## src/rtl/csep_pkg.sv

```systemverilog
package csep_pkg;
  typedef enum logic [1:0] {
    VS_IDLE  = 2'd0,
    VS_ARMED = 2'd1,
    VS_WIN   = 2'd2
  } vs_state_t;

  function automatic logic level_mismatch(input logic lvl_a, input logic lvl_b);
    return lvl_a ^ lvl_b;
  endfunction
endpackage

```

## src/rtl/csep_edge_sync.sv

```systemverilog
module csep_edge_sync #(
  parameter int   STAGES  = 2,
  parameter logic RST_VAL = 1'b1
) (
  input  logic clk,
  input  logic rst_n,
  input  logic d_i,
  output logic lvl_o,
  output logic rise_o,
  output logic fall_o
);
  localparam int LAST = STAGES;

  logic [LAST:0] shreg;

  always_ff @(posedge clk or negedge rst_n) begin
    if (!rst_n) shreg <= {(LAST+1){RST_VAL}};
    else        shreg <= {shreg[LAST-1:0], d_i};
  end

  assign lvl_o  = shreg[LAST-1];
  assign rise_o = shreg[LAST-1] & ~shreg[LAST];
  assign fall_o = ~shreg[LAST-1] & shreg[LAST];
endmodule

```

## src/rtl/csep_width_meter.sv

```systemverilog
module csep_width_meter #(
  parameter int CNT_W = 8
) (
  input  logic             clk,
  input  logic             rst_n,
  input  logic             lvl_i,
  input  logic             rise_i,
  input  logic [CNT_W-1:0] thresh_i,
  output logic             qualify_o
);
  localparam logic [CNT_W-1:0] CNT_MAX = {CNT_W{1'b1}};

  logic [CNT_W-1:0] low_cnt;

  function automatic logic [CNT_W-1:0] sat_step(input logic [CNT_W-1:0] c);
    return (c == CNT_MAX) ? c : c + 1'b1;
  endfunction

  always_ff @(posedge clk or negedge rst_n) begin
    if (!rst_n)      low_cnt <= '0;
    else if (!lvl_i) low_cnt <= sat_step(low_cnt);
    else             low_cnt <= '0;
  end

  assign qualify_o = rise_i && (low_cnt > thresh_i);
endmodule

```

## src/rtl/csep_vsep_engine.sv

```systemverilog
module csep_vsep_engine
  import csep_pkg::*;
(
  input  logic clk,
  input  logic rst_n,
  input  logic method_i,
  input  logic qualify_i,
  input  logic csync_fall_i,
  input  logic tim_rise_i,
  input  logic tim_fall_i,
  output logic fire_o,
  output logic pending_o,
  output logic vsep_o
);
  vs_state_t state_q, state_d;
  logic      saw_q, saw_d, fire_d;

  always_comb begin
    state_d = state_q;
    saw_d   = 1'b0;
    fire_d  = 1'b0;
    unique case (state_q)
      VS_IDLE: begin
        if (qualify_i) state_d = VS_ARMED;
      end
      VS_ARMED: begin
        if (!method_i && tim_rise_i) begin
          fire_d  = 1'b1;
          state_d = VS_IDLE;
        end else if (method_i && tim_fall_i) begin
          saw_d   = csync_fall_i;
          state_d = VS_WIN;
        end
      end
      VS_WIN: begin
        saw_d = saw_q | csync_fall_i;
        if (tim_rise_i) begin
          fire_d  = saw_q | csync_fall_i;
          saw_d   = 1'b0;
          state_d = VS_IDLE;
        end
      end
      default: state_d = VS_IDLE;
    endcase
  end

  always_ff @(posedge clk or negedge rst_n) begin
    if (!rst_n) begin
      state_q <= VS_IDLE;
      saw_q   <= 1'b0;
      vsep_o  <= 1'b0;
    end else begin
      state_q <= state_d;
      saw_q   <= saw_d;
      vsep_o  <= fire_d;
    end
  end

  assign fire_o    = fire_d;
  assign pending_o = (state_q != VS_IDLE);
endmodule

```

## src/rtl/csep_shape_probe.sv

```systemverilog
module csep_shape_probe
  import csep_pkg::*;
#(
  parameter int PRE_OFS = 2
) (
  input  logic clk,
  input  logic rst_n,
  input  logic tim_rise_i,
  input  logic csync_lvl_i,
  input  logic fire_i,
  output logic flag_o
);
  localparam int OLDEST = PRE_OFS - 1;

  logic [PRE_OFS-1:0] hist;

  always_ff @(posedge clk or negedge rst_n) begin
    if (!rst_n) begin
      hist <= {PRE_OFS{1'b1}};
    end else if (tim_rise_i) begin
      hist[0] <= csync_lvl_i;
      for (int i = 1; i < PRE_OFS; i++) hist[i] <= hist[i-1];
    end
  end

  always_ff @(posedge clk or negedge rst_n) begin
    if (!rst_n)      flag_o <= 1'b0;
    else if (fire_i) flag_o <= level_mismatch(hist[OLDEST], csync_lvl_i);
  end
endmodule

```

## src/rtl/csync_separator.sv

```systemverilog
module csync_separator #(
  parameter int CNT_W       = 8,
  parameter int PRE_OFS     = 2,
  parameter int SYNC_STAGES = 2
) (
  input  logic             clk,
  input  logic             rst_n,
  input  logic             sync_in,
  input  logic             tim_in,
  input  logic             method_sel,
  input  logic [CNT_W-1:0] width_thresh,
  output logic             hsep_o,
  output logic             vsep_o,
  output logic             shape_flag_o
);
  localparam int NSIG  = 2;
  localparam int IDX_S = 0;
  localparam int IDX_T = 1;

  logic [NSIG-1:0] raw_in, lvl_w, rise_w, fall_w;

  assign raw_in[IDX_S] = sync_in;
  assign raw_in[IDX_T] = tim_in;

  for (genvar g = 0; g < NSIG; g++) begin : g_sync
    csep_edge_sync #(.STAGES(SYNC_STAGES), .RST_VAL(1'b1)) u_sync (
      .clk    (clk),
      .rst_n  (rst_n),
      .d_i    (raw_in[g]),
      .lvl_o  (lvl_w[g]),
      .rise_o (rise_w[g]),
      .fall_o (fall_w[g])
    );
  end

  logic csync_lvl, csync_rise, csync_fall;
  logic tim_lvl, tim_rise, tim_fall;
  logic qualify, fire, eng_pending;

  assign csync_lvl  = lvl_w[IDX_S];
  assign csync_rise = rise_w[IDX_S];
  assign csync_fall = fall_w[IDX_S];
  assign tim_lvl    = lvl_w[IDX_T];
  assign tim_rise   = rise_w[IDX_T];
  assign tim_fall   = fall_w[IDX_T];

  csep_width_meter #(.CNT_W(CNT_W)) u_meter (
    .clk       (clk),
    .rst_n     (rst_n),
    .lvl_i     (csync_lvl),
    .rise_i    (csync_rise),
    .thresh_i  (width_thresh),
    .qualify_o (qualify)
  );

  csep_vsep_engine u_engine (
    .clk          (clk),
    .rst_n        (rst_n),
    .method_i     (method_sel),
    .qualify_i    (qualify),
    .csync_fall_i (csync_fall),
    .tim_rise_i   (tim_rise),
    .tim_fall_i   (tim_fall),
    .fire_o       (fire),
    .pending_o    (eng_pending),
    .vsep_o       (vsep_o)
  );

  csep_shape_probe #(.PRE_OFS(PRE_OFS)) u_shape (
    .clk         (clk),
    .rst_n       (rst_n),
    .tim_rise_i  (tim_rise),
    .csync_lvl_i (csync_lvl),
    .fire_i      (fire),
    .flag_o      (shape_flag_o)
  );

  assign hsep_o = csync_fall;
endmodule

```

## config.mk

```make
export PLATFORM = sky130hd
export DESIGN_NAME = csync_separator
export DESIGN_NICKNAME = d
export VERILOG_FILES = /design/src/rtl/csep_pkg.sv /design/src/rtl/csep_edge_sync.sv /design/src/rtl/csep_width_meter.sv /design/src/rtl/csep_vsep_engine.sv /design/src/rtl/csep_shape_probe.sv /design/src/rtl/csync_separator.sv
export SDC_FILE = /design/constraint.sdc
export NUM_CORES = 1
export LEC_CHECK = 0
export ABC_CLOCK_PERIOD_IN_PS = 2200
export BUFFER_PORTS_ARGS = -buffer_cell sky130_fd_sc_hd__buf_2
export CORE_MARGIN = 5
export CORE_UTILIZATION = 45
export DETAILED_ROUTE_END_ITERATION = 8
export MAX_ROUTING_LAYER = met4
export PLACE_DENSITY_LB_ADDON = 0.08
export SLEW_MARGIN = 40
export SYNTH_ARGS = -nofsm -noshare
export SYNTH_HDL_FRONTEND = slang
export SYNTH_SLANG_ARGS = --single-unit
```

## constraint.sdc

```tcl
create_clock -name clk -period 2.2 [get_ports clk]
set_input_delay 0.11 -clock clk [delete_from_list [all_inputs] [get_ports clk]]
set_output_delay 0.11 -clock clk [all_outputs]
set_load 0.02 [all_outputs]
```

==> impl_metrics.prom, run 1 <==
# TYPE chip_impl_metric gauge
chip_impl_metric{name="synth.net_count",unit=""} 138
chip_impl_metric{name="met3_usage",unit="%"} 3.19
chip_impl_metric{name="power_leakage",unit="nW"} 0.656
chip_impl_metric{name="port-buffer-count",unit=""} 15
chip_impl_metric{name="floorplan.die_area",unit="um2"} 3670
chip_impl_metric{name="max_cap_violations",unit=""} 0
chip_impl_info{name="cp-end-kind",value="register"} 1
chip_impl_metric{name="routabilityCongestion",unit=""} 0.778
chip_impl_metric{name="vdd_ir_drop_max",unit="uV"} 395
chip_impl_metric{name="cts_made_buffers",unit=""} 3
chip_impl_metric{name="logic_pwr_share",unit="%"} 17.6
chip_impl_metric{name="multi_input_comb_area",unit="um2"} 568
chip_impl_info{name="unrepaired_setup_endpoints_after_global_routing",value="no"} 1
chip_impl_metric{name="share_of_the_yosys_chip_area_belonging_to_registers",unit="%"} 46.5
chip_impl_info{name="final_common_cell",value="sky130_fd_sc_hd__buf_2"} 1
chip_impl_metric{name="sequential_cell_area",unit="um2"} 536
chip_impl_metric{name="synthMuxAreaShare",unit="%"} 5.54
chip_impl_metric{name="path_max_fanout",unit=""} 6
chip_impl_metric{name="dieWidth",unit="um"} 60.6
chip_impl_info{name="combinational_family_with_the_most_area_after_synthesis",value="simple AND/OR/NAND/NOR gates"} 1
chip_impl_info{name="tritoncts",value="yes"} 1
chip_impl_metric{name="route.antenna.remaining_nets",unit=""} 0
chip_impl_info{name="cts.root.buffer_cell",value="sky130_fd_sc_hd__clkbuf_4"} 1
chip_impl_metric{name="hpwlAfterDp",unit="mm"} 1.65
chip_impl_metric{name="antenna_found_initial",unit=""} 0
chip_impl_metric{name="share_clk_of_total_power",unit="%"} 24.2
chip_impl_metric{name="synthesis.area_per_instance",unit="um2"} 10.2
chip_impl_metric{name="compound_cell_area_share_of_the_yosys_netlist",unit="%"} 11.2
chip_impl_metric{name="asr_flop_ratio_synth",unit="%"} 100
chip_impl_metric{name="worst-slew-pin-transition",unit="ns"} 0.445
chip_impl_metric{name="flow.area_growth_from_synthesis",unit="%"} 14.4
chip_impl_metric{name="grt_util_met1",unit="%"} 18.2
chip_impl_metric{name="die_boundary_height",unit="um"} 60.6
chip_impl_metric{name="timing.max_slew.rel_slack",unit="%"} 70.3
chip_impl_metric{name="core_area",unit="um2"} 2450
chip_impl_info{name="final_cell_mix",value="sky130_fd_sc_hd__buf_2, sky130_fd_sc_hd__dfrtp_1, sky130_fd_sc_hd__inv_1, sky130_fd_sc_hd__ha_1, sky130_fd_sc_hd__a21oi_1"} 1
chip_impl_metric{name="initial_standard_cell_utilization_of_the_core",unit="%"} 46.9
chip_impl_metric{name="drt_first_pass_iters",unit=""} 4
chip_impl_metric{name="synth_xor_xnor_area_share",unit="%"} 3.80
chip_impl_info{name="criticalPathCategory",value="register to register"} 1
chip_impl_metric{name="wl_per_cell",unit="um"} 12.9
chip_impl_info{name="gr-max-usage-layer",value="met2"} 1
chip_impl_metric{name="placementRows",unit=""} 18
chip_impl_metric{name="share_of_layout_cells_above_drive_strength_1",unit="%"} 23.1
chip_impl_metric{name="place_inst",unit=""} 157
chip_impl_metric{name="grt_first_pass_wirelength",unit="mm"} 3.71
chip_impl_metric{name="postPlaceCellArea",unit="um2"} 1260
chip_impl_info{name="setup.worst_path.start_class",value="register"} 1
chip_impl_metric{name="post_route_design_area",unit="um2"} 1320
chip_impl_metric{name="insertion_delay",unit="ns"} 0.30
chip_impl_metric{name="routed_via_count_divided_by_cell_count",unit=""} 5.32
chip_impl_metric{name="clock_tree.buffer_depth",unit=""} 2
chip_impl_metric{name="final_nets",unit=""} 160
chip_impl_metric{name="clock_sinks",unit=""} 21
chip_impl_metric{name="post_synth_adder_cell_area",unit="%"} 13.0
chip_impl_metric{name="setup-tns-final",unit="ns"} 0
chip_impl_metric{name="synth_area",unit="um2"} 1150
chip_impl_metric{name="netlist_instances",unit=""} 113
chip_impl_metric{name="synth_warnings",unit=""} 0
chip_impl_metric{name="slew_viols_final",unit=""} 0
chip_impl_metric{name="grt_max_degree",unit=""} 22
chip_impl_metric{name="grtUsageMet2",unit="%"} 21.4
chip_impl_metric{name="finClkSkew",unit="ns"} 0.00490
chip_impl_metric{name="synth_seq_cells",unit=""} 21
chip_impl_metric{name="power.density",unit="nW/um2"} 573
chip_impl_metric{name="h_tree_depth",unit=""} 1
chip_impl_info{name="postSynth.topFlopCell",value="sky130_fd_sc_hd__dfrtp_1"} 1
chip_impl_metric{name="pwr-share-seq",unit="%"} 58.2
chip_impl_metric{name="num-fill-cells",unit=""} 217
chip_impl_metric{name="grt.total_usage",unit="%"} 13.9
chip_impl_metric{name="power.switching",unit="W"} 0.000204
chip_impl_metric{name="num_vias",unit=""} 873
chip_impl_metric{name="synth_edf_count",unit=""} 0
chip_impl_metric{name="worst_setup_hold_path_clk_slew",unit="ns"} 0.11
chip_impl_metric{name="synth.distinct_cells",unit=""} 30
chip_impl_metric{name="final-instance-count-excl-fill",unit=""} 164
chip_impl_metric{name="power",unit="W"} 0.000756
chip_impl_metric{name="timing.final.crit_share",unit="%"} 79.4
chip_impl_metric{name="post_synth_and_or_nand_nor_area_fraction",unit="%"} 15.7
chip_impl_metric{name="remaining_drc_errors",unit=""} 0
chip_impl_metric{name="sw_frac_of_total",unit="%"} 27.0
chip_impl_metric{name="antennaDiodeCount",unit=""} 0
chip_impl_info{name="worstHoldPathType",value="input port to register"} 1
chip_impl_metric{name="power.internal",unit="W"} 0.000552
chip_impl_metric{name="grt-ovfl-total",unit=""} 0
chip_impl_metric{name="crit_required",unit="ns"} 2.40
chip_impl_metric{name="max_clock_freq",unit="MHz"} 572
chip_impl_metric{name="arrival",unit="ns"} 1.95
chip_impl_metric{name="drt-initial-drc-count",unit=""} 20
chip_impl_info{name="run_status",value="finished, final reports clean"} 1
chip_impl_metric{name="hold_violations",unit=""} 0
chip_impl_metric{name="first_global_vias",unit=""} 853
chip_impl_metric{name="cts_setup_buffers",unit=""} 0
chip_impl_metric{name="design.portCount",unit=""} 16
chip_impl_metric{name="timing.final.crit_period",unit="ns"} 1.75
chip_impl_metric{name="totalWireLength",unit="mm"} 2.11
chip_impl_metric{name="final-setup-viol-count",unit=""} 0
state kept, by name, summed over array words and instances (netlist names):
name,count
g_sync.u_sync.shreg,6
u_engine.state_q,2
u_engine.saw_q,1
u_engine.vsep_o,1
u_shape.hist,2
u_meter.low_cnt,8
u_shape.flag_o,1
power by group through the flow:
| stage | Sequential, W | Combinational, W | Clock, W |
|---|---|---|---|
| finish | 0.000440 | 0.000133 | 0.000183 |
| global route | 0.000445 | 0.000154 | 0.000212 |
| CTS | 0.000441 | 0.000135 | 0.000192 |
| detailed placement | 0.000448 | 0.000129 | 0 |
| global placement | 0.000447 | 0.000125 | 0 |
| floorplan | 0.000444 | 0.0000866 | 0 |
per-layer routing:
metal | wire length, um | up-vias
li1 | - | 434
met1 | 1030 | 424
met2 | 974 | 10
met3 | 66 | 5
met4 | 36 | 0
met5 | 0 | -
final cells by class:
class                           instances  share of cell area, %
Sequential cell                        21                   40.6
Multi-Input combinational cell         79                   43.1
Inverter                               12                   3.42
Clock inverter                          1                  0.380
Tap cell                               30                   2.85
Clock buffer                            3                   1.71
Timing Repair Buffer                   18                   7.97
final timing paths:
path / slack [ns] / startpoint / endpoint / cells past startpoint
worst max-delay path: 0.45 / u_meter.low_cnt[7] / u_engine.state_q[1] / 6
worst min-delay path: 0.15 / method_sel / u_engine.vsep_o / 3
worst max register to register: 0.45 / u_meter.low_cnt[7] / u_engine.state_q[1] / 6
worst min register to register: 0.37 / g_sync[0].u_sync.shreg[0] / g_sync[0].u_sync.shreg[1] / 0
max in group asynchronous: 1.59 / rst_n / g_sync[1].u_sync.shreg[1] / 2
min in group asynchronous: 0.28 / rst_n / u_shape.flag_o / 2
worst max-delay path, stage by stage, from the launching register on:
cell                      delay [ns]
sky130_fd_sc_hd__dfrtp_1        0.46
sky130_fd_sc_hd__ha_1           0.35
sky130_fd_sc_hd__nand2_1        0.06
sky130_fd_sc_hd__o21ai_0        0.24
sky130_fd_sc_hd__nor2_1         0.08
sky130_fd_sc_hd__a221o_1        0.33
sky130_fd_sc_hd__mux2i_1        0.12
synthesized netlist by cell type, drive strengths merged, types with 2 or more instances:
master | instances | share of area (%)
nand4 | 5 | 3.3
o21ai | 5 | 2.2
mux2i | 3 | 2.6
nand2 | 6 | 2.0
a21oi | 11 | 4.8
dfstp | 8 | 18
nand3b | 2 | 1.3
ha | 12 | 13
inv | 12 | 3.9
nor2b | 4 | 2.2
nor2 | 10 | 3.3
xor2 | 4 | 3.0
mux2 | 3 | 2.9
dfrtp | 13 | 28
nand2b | 2 | 1.1
kinds of logic (layout without fill, tap and decap cells):
family | count (synthesis) | count (layout)
and+or+nand+nor | 34 | 34
AOI/OAI and AO/OA | 22 | 22
adders and majority gates | 12 | 12
xor gates and xnor gates | 5 | 5
DFF | 21 | 21
muxes | 6 | 6
buffers and inverters | 13 | 34
what timing repair did:
| action | 4_1_cts | 5_1_grt |
|---|---|---|
| gates resized for setup | 0 | 0 |
| hold buffers | 3 | 0 |
| setup endpoints to repair | 0 | 0 |
| hold endpoints to repair | 15 | 0 |
stage by stage:
stage | hold WS (ns) | setup slack (ns) | utilization, %
final | 0.150 | 0.453 | 53.7
after global routing | 0.161 | 0.362 | 53.7
after CTS | 0.138 | 0.495 | 53.7
after detailed placement | 0.0834 | 0.501 | 51.4
after global placement | 0.0784 | 0.556 | 51.4
after floorplan | -0.186 | 0.503 | -
No activity file was read; power rests on OpenSTA's default activity.
==> run 2, diff against run 1 <==
Settings changed: ABC_CLOCK_PERIOD_IN_PS 2200 to 1700.
Clock period 2.2 ns to 1.7 ns, I/O delays scaled along.
==> run 2 against run 1 <==
Power up 34%. Cell area up 6.3%. Clock-buffer cell count unchanged. Flip-flop and latch count unchanged. Register-to-register slack worse by 0.44 ns. Largest cell class unchanged. Highest routed layer unchanged. Maximum frequency up 3.8%. Critical path depth unchanged. Largest power group unchanged. Combinational power up 47%. Worst hold slack worse by 0.040 ns.
==> impl_metrics.prom, run 2 (synthesized netlist as in run 1, its figures left out) <==
# TYPE chip_impl_metric gauge
chip_impl_metric{name="slew_viols_final",unit=""} 0
chip_impl_metric{name="insertion_delay",unit="ns"} 0.31
chip_impl_metric{name="power_leakage",unit="nW"} 0.698
chip_impl_metric{name="grt_util_met1",unit="%"} 18.5
chip_impl_metric{name="crit_required",unit="ns"} 1.90
chip_impl_metric{name="final-instance-count-excl-fill",unit=""} 172
chip_impl_metric{name="final_nets",unit=""} 168
chip_impl_metric{name="clock_tree.buffer_depth",unit=""} 2
chip_impl_metric{name="share_of_layout_cells_above_drive_strength_1",unit="%"} 28.9
chip_impl_metric{name="port-buffer-count",unit=""} 15
chip_impl_metric{name="largest_reg_flops",unit=""} 8
chip_impl_info{name="critical-path-slowest-cell",value="sky130_fd_sc_hd__dfrtp_1"} 1
chip_impl_metric{name="path_max_fanout",unit=""} 3
chip_impl_info{name="final_cell_mix",value="sky130_fd_sc_hd__buf_2, sky130_fd_sc_hd__dfrtp_1, sky130_fd_sc_hd__inv_1, sky130_fd_sc_hd__a21oi_1, sky130_fd_sc_hd__ha_1"} 1
chip_impl_metric{name="rr_worst_depth",unit=""} 6
chip_impl_metric{name="arrival",unit="ns"} 1.89
chip_impl_metric{name="initial_standard_cell_utilization_of_the_core",unit="%"} 46.9
chip_impl_metric{name="worst_setup_hold_path_clk_slew",unit="ns"} 0.12
chip_impl_metric{name="max_cap_violations",unit=""} 0
chip_impl_info{name="unrepaired_setup_endpoints_after_global_routing",value="yes"} 1
chip_impl_metric{name="routed_via_count_divided_by_cell_count",unit=""} 5.16
chip_impl_metric{name="grt_first_pass_wirelength",unit="mm"} 3.56
chip_impl_metric{name="route.antenna.remaining_nets",unit=""} 0
chip_impl_metric{name="antenna_found_initial",unit=""} 0
chip_impl_metric{name="totalWireLength",unit="mm"} 2.21
chip_impl_metric{name="h_tree_depth",unit=""} 1
chip_impl_metric{name="min_path_cells",unit=""} 3
chip_impl_metric{name="fin_util",unit="%"} 57.1
chip_impl_metric{name="met3_usage",unit="%"} 3.83
chip_impl_metric{name="die_boundary_height",unit="um"} 60.6
chip_impl_metric{name="wl_per_cell",unit="um"} 12.8
chip_impl_info{name="register_name_with_the_most_flops",value="u_meter.low_cnt"} 1
chip_impl_metric{name="cts_made_buffers",unit=""} 3
chip_impl_info{name="worstPathCellList",value="ha_4, nor2b_4, o211ai_1, a21o_1, a221o_1, mux2i_1"} 1
chip_impl_metric{name="num-fill-cells",unit=""} 218
chip_impl_metric{name="finClkSkew",unit="ns"} 0.00206
chip_impl_info{name="worstHoldPathType",value="input port to register"} 1
chip_impl_metric{name="delay_of_the_slowest_cell_on_the_worst_path",unit="ns"} 0.44
chip_impl_metric{name="final_worst_setup_slack",unit="ns"} 0.0170
chip_impl_info{name="cts.root.buffer_cell",value="sky130_fd_sc_hd__clkbuf_4"} 1
chip_impl_metric{name="placementRows",unit=""} 18
chip_impl_metric{name="antennaDiodeCount",unit=""} 0
chip_impl_metric{name="design.portCount",unit=""} 16
chip_impl_info{name="run_status",value="finished, final reports clean"} 1
chip_impl_metric{name="grt.total_usage",unit="%"} 13.4
chip_impl_metric{name="max_clock_freq",unit="MHz"} 594
chip_impl_metric{name="first_global_vias",unit=""} 831
chip_impl_metric{name="drt_first_pass_iters",unit=""} 4
chip_impl_metric{name="core_area",unit="um2"} 2450
chip_impl_metric{name="place_inst",unit=""} 162
chip_impl_info{name="final_common_cell",value="sky130_fd_sc_hd__buf_2"} 1
chip_impl_metric{name="setup-tns-final",unit="ns"} 0
chip_impl_metric{name="floorplan.die_area",unit="um2"} 3670
chip_impl_metric{name="num_vias",unit=""} 888
chip_impl_metric{name="timing.max_slew.rel_slack",unit="%"} 69.3
chip_impl_info{name="criticalPathCategory",value="register to register"} 1
chip_impl_info{name="gr-max-usage-layer",value="met2"} 1
chip_impl_metric{name="grt-ovfl-total",unit=""} 0
chip_impl_metric{name="worst-slew-pin-transition",unit="ns"} 0.460
chip_impl_metric{name="grtUsageMet2",unit="%"} 19.7
chip_impl_metric{name="hpwlAfterDp",unit="mm"} 1.64
chip_impl_metric{name="remaining_drc_errors",unit=""} 0
chip_impl_metric{name="power.density",unit="nW/um2"} 724
chip_impl_metric{name="flow.area_growth_from_synthesis",unit="%"} 21.6
chip_impl_info{name="setup.worst_path.start_class",value="register"} 1
chip_impl_metric{name="vdd_ir_drop_max",unit="uV"} 706
chip_impl_metric{name="routabilityCongestion",unit=""} 0.791
chip_impl_metric{name="hold_violations",unit=""} 0
chip_impl_metric{name="clock_sinks",unit=""} 21
chip_impl_metric{name="drt-initial-drc-count",unit=""} 27
chip_impl_metric{name="timing.final.crit_period",unit="ns"} 1.68
chip_impl_metric{name="hold_ws",unit="ns"} 0.110
chip_impl_metric{name="grt_max_degree",unit=""} 22
chip_impl_info{name="reg.largest.list",value="u_meter.low_cnt: 8 flops, g_sync.u_sync.shreg: 6 flops"} 1
chip_impl_info{name="tritoncts",value="yes"} 1
chip_impl_metric{name="pre_cts_slack",unit="ns"} 0.0566
chip_impl_info{name="cp-end-kind",value="register"} 1
chip_impl_metric{name="final-setup-viol-count",unit=""} 0
chip_impl_metric{name="timing.final.crit_share",unit="%"} 99.0
chip_impl_metric{name="dieWidth",unit="um"} 60.6
[run 2: cell count changes in the layout (fill, tap and decap cells not counted), sizes merged]
cell      delta
buf          +8
clkinvlp     +1
clkinv       -1
[run 2: routing by layer]
layer | part of all wire [%] | wire length, um
met1 | 51 | 1130
met2 | 44 | 968
met3 | 4.1 | 91
met4 | 0.81 | 18
met5 | 0 | 0
[run 2: worst max-delay path, delay by kind of cell (launching register included)]
family                   cells  cell delay (ns)
AND/OR/NAND/NOR              1             0.12
adder cells (fa/ha/maj)      1             0.28
flip-flops                   1             0.44
multiplexers                 1             0.12
AO/OA/AOI/OAI                3             0.62
[run 2: area by class of cell]
class	count	area, um2	share of cell area (%)
timing repair buffer	26	165	11.8
multi-input combinational	79	588	42.0
clock buffer	3	22.5	1.61
clock inverter	1	7.51	0.536
inverter	12	45.0	3.21
tap	30	37.5	2.68
sequential	21	536	38.2
[run 2: where the power goes]
part | switching [W] | leakage [nW] | internal (W)
Clock | 0.000163 | 0.0139 | 0.0000897
Sequential | 0.0000216 | 0.263 | 0.000545
Combinational | 0.0000985 | 0.421 | 0.0000979
Total | 0.000283 | 0.698 | 0.000732
[run 2: repair_timing]
action                                  CTS  global route
gates resized for setup                   0             3
hold endpoints to repair                 15             0
buffers inserted                          0             3
endpoints found under the setup margin    0             1
hold buffers                              3             0
[run 2: through the flow]
| stage | power, W | cell area (um2) |
|---|---|---|
| 6_report | 0.00101 | 1400 |
| 3_3_place_gp | 0.000745 | 1300 |
| 2_1_floorplan | 0.000687 | 1150 |
| 3_5_place_dp | 0.000748 | 1300 |
| 5_1_grt | 0.00108 | 1400 |
| 4_1_cts | 0.00101 | 1360 |
[run 2: worst paths after layout]
kind                                                 from                   endpoint  slack [ns]
worst max-delay path                   u_meter.low_cnt[1]        u_engine.state_q[1]        0.02
worst min-delay path                           method_sel            u_engine.vsep_o        0.11
worst max register to register         u_meter.low_cnt[1]        u_engine.state_q[1]        0.02
worst min register to register  g_sync[0].u_sync.shreg[0]  g_sync[0].u_sync.shreg[1]        0.37
max in group asynchronous                           rst_n  g_sync[0].u_sync.shreg[2]        1.11
min in group asynchronous                           rst_n         u_meter.low_cnt[0]        0.24
==> run 3, diff against run 2 <==
Settings changed: CELL_PAD_IN_SITES_DETAIL_PLACEMENT set to 2, CELL_PAD_IN_SITES_GLOBAL_PLACEMENT set to 2, CORE_UTILIZATION 45 to 35.
==> run 3 against run 2 <==
First-iteration DRC count decreased by 56%. Critical path depth unchanged. Utilization decreased by 11 points. Worst hold slack improved by 0.031 ns. Cell area increased by 1.2%. Sequential power about the same. Register-to-register slack about the same. Largest cell class unchanged. Largest power group unchanged.
==> impl_metrics.prom, run 3 (synthesized netlist as in run 1, its figures left out) <==
# TYPE chip_impl_metric gauge
chip_impl_info{name="run_status",value="finished, final reports clean"} 1
chip_impl_metric{name="pre_cts_slack",unit="ns"} -0.00446
chip_impl_metric{name="final_worst_setup_slack",unit="ns"} 0.0202
chip_impl_metric{name="max_cap_violations",unit=""} 0
chip_impl_info{name="reg.largest.list",value="u_meter.low_cnt: 8 flops, g_sync.u_sync.shreg: 6 flops"} 1
chip_impl_info{name="r2r-start",value="u_meter.low_cnt[1]"} 1
chip_impl_metric{name="remaining_drc_errors",unit=""} 0
chip_impl_info{name="min_from",value="method_sel"} 1
chip_impl_info{name="criticalPathCategory",value="register to register"} 1
chip_impl_metric{name="dieWidth",unit="um"} 67.4
chip_impl_metric{name="hpwlAfterDp",unit="mm"} 2.35
chip_impl_metric{name="routabilityCongestion",unit=""} 0.758
chip_impl_metric{name="grt_first_pass_wirelength",unit="mm"} 5.13
chip_impl_metric{name="clock_tree.buffer_depth",unit=""} 2
chip_impl_metric{name="h_tree_depth",unit=""} 1
chip_impl_info{name="cts.root.buffer_cell",value="sky130_fd_sc_hd__clkbuf_4"} 1
chip_impl_metric{name="power.density",unit="nW/um2"} 711
chip_impl_metric{name="postPlaceCellArea",unit="um2"} 1320
chip_impl_info{name="cp-end-kind",value="register"} 1
chip_impl_metric{name="final-setup-viol-count",unit=""} 0
chip_impl_metric{name="largest_reg_flops",unit=""} 8
chip_impl_metric{name="worst-slew-pin-transition",unit="ns"} 0.479
chip_impl_info{name="final_cell_mix",value="sky130_fd_sc_hd__buf_2, sky130_fd_sc_hd__dfrtp_1, sky130_fd_sc_hd__inv_1, sky130_fd_sc_hd__ha_1"} 1
chip_impl_metric{name="min_path_cells",unit=""} 3
chip_impl_metric{name="slew_viols_final",unit=""} 0
chip_impl_metric{name="core_area",unit="um2"} 3100
chip_impl_metric{name="hold_violations",unit=""} 0
chip_impl_metric{name="antenna_found_initial",unit=""} 0
chip_impl_metric{name="grt_max_degree",unit=""} 22
chip_impl_metric{name="port-buffer-count",unit=""} 15
chip_impl_info{name="holdPathEnd",value="u_engine.vsep_o"} 1
chip_impl_info{name="reg2reg_to",value="u_engine.state_q[1]"} 1
chip_impl_metric{name="route.antenna.remaining_nets",unit=""} 0
chip_impl_metric{name="path_max_fanout",unit=""} 2
chip_impl_metric{name="floorplan.die_area",unit="um2"} 4540
chip_impl_metric{name="fin_util",unit="%"} 45.7
chip_impl_metric{name="max_clock_freq",unit="MHz"} 595
chip_impl_metric{name="timing.final.crit_period",unit="ns"} 1.68
chip_impl_metric{name="finClkSkew",unit="ns"} 0.00590
chip_impl_metric{name="insertion_delay",unit="ns"} 0.30
chip_impl_metric{name="share_of_layout_cells_above_drive_strength_1",unit="%"} 29.9
chip_impl_metric{name="post_route_design_area",unit="um2"} 1420
chip_impl_metric{name="die_boundary_height",unit="um"} 67.4
chip_impl_metric{name="num_vias",unit=""} 935
chip_impl_metric{name="grt-ovfl-total",unit=""} 0
chip_impl_metric{name="timing.max_slew.rel_slack",unit="%"} 68.1
chip_impl_metric{name="arrival",unit="ns"} 1.88
chip_impl_metric{name="vdd_ir_drop_max",unit="uV"} 468
chip_impl_metric{name="routed_via_count_divided_by_cell_count",unit=""} 4.97
chip_impl_metric{name="cts_made_buffers",unit=""} 3
chip_impl_info{name="register_name_with_the_most_flops",value="u_meter.low_cnt"} 1
chip_impl_info{name="final_common_cell",value="sky130_fd_sc_hd__buf_2"} 1
chip_impl_metric{name="drt-initial-drc-count",unit=""} 12
chip_impl_metric{name="grt.total_usage",unit="%"} 15.9
chip_impl_metric{name="power",unit="W"} 0.00101
chip_impl_metric{name="crit_required",unit="ns"} 1.90
chip_impl_metric{name="worst_setup_hold_path_clk_slew",unit="ns"} 0.12
chip_impl_metric{name="placementRows",unit=""} 20
chip_impl_metric{name="clock_sinks",unit=""} 21
chip_impl_metric{name="drt_first_pass_iters",unit=""} 2
chip_impl_metric{name="rr_worst_depth",unit=""} 6
chip_impl_info{name="worstHoldPathType",value="input port to register"} 1
chip_impl_metric{name="final_nets",unit=""} 170
chip_impl_metric{name="power_leakage",unit="nW"} 0.710
chip_impl_metric{name="antennaDiodeCount",unit=""} 0
chip_impl_metric{name="initial_standard_cell_utilization_of_the_core",unit="%"} 37.1
chip_impl_metric{name="design.portCount",unit=""} 16
chip_impl_metric{name="flow.area_growth_from_synthesis",unit="%"} 23.0
chip_impl_info{name="tritoncts",value="yes"} 1
chip_impl_info{name="setup.worst_path.start_class",value="register"} 1
chip_impl_info{name="unrepaired_setup_endpoints_after_global_routing",value="yes"} 1
chip_impl_metric{name="wl_per_cell",unit="um"} 16.0
chip_impl_metric{name="totalWireLength",unit="mm"} 3.01
chip_impl_metric{name="timing.final.crit_share",unit="%"} 98.8
chip_impl_metric{name="first_global_vias",unit=""} 1089
chip_impl_metric{name="reg2reg_setup_slack",unit="ns"} 0.02
-- run 3: metrics by stage --
step	TNS (ns)	instances	hold slack (ns)
final	0	188	0.141
after global routing	-0.0764	188	0.152
after CTS	0	185	0.133
after detailed placement	-0.00446	177	0.0727
after global placement	0	177	0.0720
after floorplan	0	113	-0.211
-- run 3: repair_timing --
item,CTS,global route
buffers inserted,1,3
gates resized for setup,2,2
hold buffers,3,0
endpoints found under the hold margin,15,0
pin swaps,0,0
setup endpoints to repair,1,3
-- run 3: where the power goes --
| part | switching [W] | internal [W] | leakage (nW) |
|---|---|---|---|
| registers | 0.0000220 | 0.000545 | 0.263 |
| clock network | 0.000151 | 0.0000878 | 0.0177 |
| logic | 0.000109 | 0.0000938 | 0.429 |
-- run 3: worst max-delay path by stage --
stage                                    from                  end  slack [ns]  cells after the start
finish                     u_meter.low_cnt[1]  u_engine.state_q[1]        0.02                      6
global placement           u_meter.low_cnt[5]  u_engine.state_q[1]        0.05                      6
global route               u_meter.low_cnt[1]  u_engine.state_q[1]       -0.07                      6
CTS                        u_meter.low_cnt[1]  u_engine.state_q[1]        0.01                      6
floorplan           g_sync[0].u_sync.shreg[2]       u_shape.flag_o       0.003                      4
detailed placement         u_meter.low_cnt[5]  u_engine.state_q[1]      -0.004                      6
-- run 3: per-layer routing --
metal	vias to the layer above	wire, um	track usage (%)	part of all wire [%]
li1	450	-	-	-
met1	467	1260	17.6	42
met2	11	1630	28.0	54
met3	7	58	3.16	1.9
met4	0	58	6.08	1.9
met5	-	0	-	0
-- run 3: cell type report --
type | count | area [um2]
Clock inverter | 1 | 5.00
Inverter | 12 | 45.0
Clock buffer | 3 | 22.5
Multi-Input combinational cell | 79 | 574
Tap cell | 44 | 55.1
Sequential cell | 21 | 536
Fill cell | 365 | 1690
Timing Repair Buffer | 28 | 180
-- run 3: worst max-delay path, stage by stage, from the launching register on --
cell                       delay (ns)
sky130_fd_sc_hd__dfrtp_1         0.41
sky130_fd_sc_hd__ha_1            0.30
sky130_fd_sc_hd__nor2b_2         0.15
sky130_fd_sc_hd__o211ai_1        0.12
sky130_fd_sc_hd__a21o_1          0.18
sky130_fd_sc_hd__a221o_1         0.30
sky130_fd_sc_hd__mux2i_1         0.12
